`src/rtl/rx_spec_char_det.sv`:
```
module rx_spec_char_det #(
  parameter int DW     = 8,
  parameter int WL_MIN = 5
) (
  input  logic          clk,
  input  logic          rst_n,
  input  logic          rx_valid,
  input  logic [DW-1:0] rx_data,
  input  logic          rx_frm_err,
  input  logic          rx_par_err,
  input  logic [1:0]    word_len,
  input  logic [DW-1:0] spec_char,
  input  logic          det_en,
  input  logic          isr_rd,
  output logic          fifo_wr,
  output logic [DW-1:0] fifo_data,
  output logic          match_flag,
  output logic          irq
);

  localparam int WLW = $bits(word_len);

  logic [DW-1:0] cmp_mask;
  logic          hit;

  always_comb begin
    for (int i = 0; i < DW; i++)
      cmp_mask[i] = (i < WL_MIN + int'(word_len));
  end

  assign hit = det_en && rx_valid && !rx_frm_err && !rx_par_err &&
               (((rx_data ^ spec_char) & cmp_mask) == '0);

  always_ff @(posedge clk) begin
    if (!rst_n) begin
      fifo_wr    <= 1'b0;
      fifo_data  <= '0;
      match_flag <= 1'b0;
    end else begin
      fifo_wr    <= rx_valid;
      if (rx_valid) fifo_data <= rx_data;
      match_flag <= det_en && (hit || (match_flag && !isr_rd));
    end
  end

  assign irq = match_flag;

  // every strobed character reaches the FIFO port one cycle later
  a_r2_pass_through: assert property (@(posedge clk) disable iff (!rst_n)
    rx_valid |=> (fifo_wr && fifo_data == $past(rx_data)));

  // no set from an errored character or from an idle cycle
  a_r5_no_set_from_bad: assert property (@(posedge clk) disable iff (!rst_n)
    (!match_flag && (!rx_valid || rx_frm_err || rx_par_err)) |=> !match_flag);

  // hold until read
  a_r6_hold: assert property (@(posedge clk) disable iff (!rst_n)
    (match_flag && !isr_rd && det_en) |=> match_flag);

  // a read with no new character clears
  a_r6_clear: assert property (@(posedge clk) disable iff (!rst_n)
    (match_flag && isr_rd && !rx_valid) |=> !match_flag);

  // disabled detection leaves no flag
  a_r7_disabled: assert property (@(posedge clk) disable iff (!rst_n)
    !det_en |=> !match_flag);

  // a full-width equal character is always a match
  a_r3_full_equal: assert property (@(posedge clk) disable iff (!rst_n)
    (det_en && rx_valid && !rx_frm_err && !rx_par_err && rx_data == spec_char)
      |=> match_flag);

  initial assert (WL_MIN + (1 << WLW) - 1 == DW) else $error("word length span mismatch");

endmodule

```
`config.mk`:
```
export PLATFORM = sky130hd
export DESIGN_NAME = rx_spec_char_det
export DESIGN_NICKNAME = d
export VERILOG_FILES = /design/src/rtl/rx_spec_char_det.sv
export SDC_FILE = /design/constraint.sdc
export NUM_CORES = 1
export LEC_CHECK = 0
export CAP_MARGIN = 20
export CORE_AREA = 4 4 41 43
export CTS_CLUSTER_SIZE = 40
export DETAILED_ROUTE_END_ITERATION = 16
export DIE_AREA = 0 0 45 47
export DONT_BUFFER_PORTS = 1
export PLACE_DENSITY_LB_ADDON = 0.3
export SYNTH_ARGS = -nofsm -noshare
export SYNTH_HDL_FRONTEND = slang
export SYNTH_SLANG_ARGS = --single-unit
```
`constraint.sdc`:
```
create_clock -name clk -period 1.35 [get_ports clk]
set_input_delay 0.405 -clock clk [delete_from_list [all_inputs] [get_ports clk]]
set_output_delay 0.405 -clock clk [all_outputs]
set_load 0.01 [all_outputs]
```
Word level (Yosys, flattened, before mapping)
Cells that the tools add are included.
{ "word_totals": {"elab_cells": 25, "input_bits": 25, "reg_bits": 10, "out_inout_bits": 11} }
{ "op_classes": {"bitwise": 2, "addsub": 1, "n_reduce_logical": 11, "order_cmp": 8} }
{ "ops": {"columns": ["cell", "count"], "rows": [
  ["4-bit by 32-bit less-than comparator with 1-bit output (first input constant)", 3],
  ["3-bit by 32-bit less-than comparator with 1-bit output (first input constant)", 2],
  ["1-bit by 32-bit less-than comparator with 1-bit output (first input constant)", 1],
  ["2-bit by 32-bit less-than comparator with 1-bit output (first input constant)", 1],
  ["8-bit bitwise AND", 1],
  ["8-bit zero test", 1],
  ["8-bit XOR", 1],
  ["1-bit logical AND", 6],
  ["3-bit by 2-bit adder with 4-bit output (first input constant)", 1],
  ["3-bit by 4-bit less-than comparator with 1-bit output (first input constant)", 1],
  ["1-bit zero test", 3],
  ["1-bit logical OR", 1]
]} }

Depth between registers and ports, before layout
{ "logic_depth": {"ltp_word": 7, "ltp_mapped": 5, "ltp_nobuf": 4} }

Worst setup path after synthesis
No wires, ideal clock.
{ "synth_timing": {"path_type": "input -> register", "from": "in rx_data[4]", "to": "reg match_flag, in the netlist irq", "required_time_ps": 1280, "setup_ps": 70, "path_slack_ps": 221, "arrival_ps": 1059, "n_path_buf": 0, "cell_stages": 4, "path_cell_list": "xor2_1 > nor4_2 > o2111ai_1 > a21oi_1"} }
{ "synth_via": {"elab_chain_cells": 6} }
{ "synth_lines": {"columns": ["element", "line", "rtl"], "rows": [
  ["from (decl)", "8", "input logic [DW-1:0] rx_data,"],
  ["8-bit XOR", "32", "(((rx_data ^ spec_char) & cmp_mask) == '0);"],
  ["8-bit bitwise AND", "32", null],
  ["8-bit zero test", "32", null],
  ["1-bit logical AND", "31", "assign hit = det_en && rx_valid && !rx_frm_err && !rx_par_err &&"],
  ["1-bit logical OR", "42", "match_flag <= det_en && (hit || (match_flag && !isr_rd));"],
  ["1-bit logical AND", "42", null],
  ["to (signal assigned)", "42", null],
  ["to (decl)", "17", "output logic match_flag,"]
]} }
No other way between the ends.
A chain may end at the register's enable or synchronous reset.

Worst setup path in the final report
{ "layout_timing": {"from": "reg match_flag, in the netlist irq", "to": "out irq"} }
{ "layout_rtl": {"columns": ["element", "line", "rtl"], "rows": [
  ["to (decl)", "18", "output logic irq"]
]} }
No word-level cell between the ends.

==> reports/results.ini <==
[sta]
rsz0062_at_grt=false
tightest_slew_ns=0.249
fin_crit_sh_pct=82.2
whs_ns=0.276
setup_violations=0
relSlewSlack_pct=83.4
min_period_ns=1.11
finalMaxSlewViolations=0
finalClockSkew_ns=0
timing.final.hold_violations=0
tns_ns=0
clock.fmax_ghz=0.901

[die]
die_h_um=47
coreArea_um2=1300
rows=13
die_x_um=45
start_util_pct=37.8
ios=36
die_area_um2=2120

[layout]
final_common_cell=dfxtp_1
area_growth_pct=4.58
post-route-util_pct=39.5
final_nets=75
layout-drive-gt1-share_pct=10.4
antenna_cells=0
final_cells=63
most-common-layout-cells=dfxtp_1 (10), mux2i_1 (8), nor2b_1 (8), xor2_1 (8), clkbuf_4 (3)
design_area_um2=514

[detailed_routing]
wirelength_um=916
wl_per_cell_um=14.5
first_iter_violations=0
final_antenna_net_count=0
first_pass_iters=1
drc=0
vias=313
vias_per_cell=4.97

[placement]
gp_congestion=0.612
place.port_buffers=0
placed_cells=60
placed_area_um2=492

[cts]
cts.sinks=10
root_buffer=clkbuf_4
clockBufferDepth=2
cts_setup_buffers=0
cts.reportedPaths.clkPinSlew_ns=0.06
cts_tree=done
htree_levels=1
cts-buffers-inserted=3
ctsHoldBuffers=0
clk_latency_ns=0.25
cts_resized=0

[power]
power_density_nw_per_um2=1100
p_leak_uw=0.000210
peakVddDrop_uv=432

[yosys]
yosys_register_bits=10
ys_seq_area_share_pct=40.7
synth_cells=47
synth_cell_types=14
yosysTopAreaCell=dfxtp_1
yosysTopAreaCellShare_pct=40.7
yosys_warnings=0
syn_nets=72
avgSynthCellArea_um2=10.5
netlist_area_um2=492
synthTopCellsByArea=dfxtp_1 (41%), mux2i_1 (16%), xor2_1 (14%), nor2b_1 (10%), nor4_2 (5.1%)

[global_route]
grt.overflow.total=0
grt_pass1_vias=355
grt_pass1_wl_um=1440
grt_start_max_net_pins=11
grt_usage_pct=10.1
antenna_found_initial=0

[setup_path]
cp_data_arrival_time_ns=0.70
start_kind=flop
reg2reg_to=irq
required_ns=0.95
cp_max_fo=3
worstSetupEndpointType=output pin
cp.depth=0
critPathKind=reg -> out
r2r_slack_ns=0.60
r2r_cells=2
reg2reg_from=irq

[worst_hold_path]
worstHoldEndpoint=irq
hold_start=det_en
whs_path_depth=2
min_path_type=in -> reg

[job]
maxCapViolCount=0

[outcome]
status=finished, final reports clean

[Yosys cell counts]
| cell type | count |
|---|---|
| nand2b_1 | 1 |
| and2_1 | 1 |
| a21oi_1 | 2 |
| buf_4 | 1 |
| o21ai_0 | 1 |
| mux2i_1 | 8 |
| o2111ai_1 | 1 |
| buf_6 | 1 |
| xor2_1 | 8 |
| dfxtp_1 | 10 |
| nor2b_1 | 8 |
| inv_1 | 1 |
| nor4_2 | 2 |
| nand2_1 | 2 |
[metrics by stage]
step / setup WS (ns) / total power (µW)
after global routing: 0.203 / 601
after floorplan: 0.221 / 389
final: 0.241 / 567
after detailed placement: 0.141 / 389
after global placement: 0.159 / 389
after CTS: 0.215 / 583
[final cells by class]
| type | count | area, µm² |
|---|---|---|
| clock buffer | 3 | 22.5 |
| tap | 15 | 18.8 |
| inverter | 1 | 3.75 |
| multi-input combinational | 34 | 269 |
| fill | 137 | 787 |
| sequential | 10 | 200 |
[routing by layer]
layer	wire length, µm	vias to the layer above	share of wire, %	track usage, %
met5	0	-	0	0
met4	12	0	1.3	7.02
met3	184	2	20	4.60
met2	344	27	38	12.7
met1	374	126	41	13.3
li1	-	158	-	-
[cell families (layout without fill, tap and decap cells)]
group	count (synthesis)	after routing	share of synthesized area [%]
AO/OA/AOI/OAI	4	4	4.83
XOR/XNOR	8	8	14.2
buffers and inverters	3	4	4.58
flip-flops	10	10	40.7
multiplexers	8	8	16.3
AND/OR/NAND/NOR	14	14	19.3
[flip-flops by register name, summed over array words and instances, names as in the netlist]
signal	count
irq	1
fifo_data	8
fifo_wr	1
[worst max-delay path by stage]
stage / start / endpoint / slack [ns]
3_3_place_gp: rx_data[4] / irq / 0.16
2_1_floorplan: rx_data[4] / irq / 0.22
5_1_grt: irq / irq / 0.20
4_1_cts: irq / match_flag / 0.21
6_report: irq / irq / 0.24
3_5_place_dp: rx_data[4] / irq / 0.14
[where the power goes]
| group | switching, µW | internal, µW | leakage (µW) |
|---|---|---|---|
| Combinational | 19.6 | 33.8 | 0.000114 |
| Sequential | 16.9 | 311 | 0.0000825 |
| Clock | 83.3 | 102 | 0.0000138 |
(Power assumes the default switching activity.)
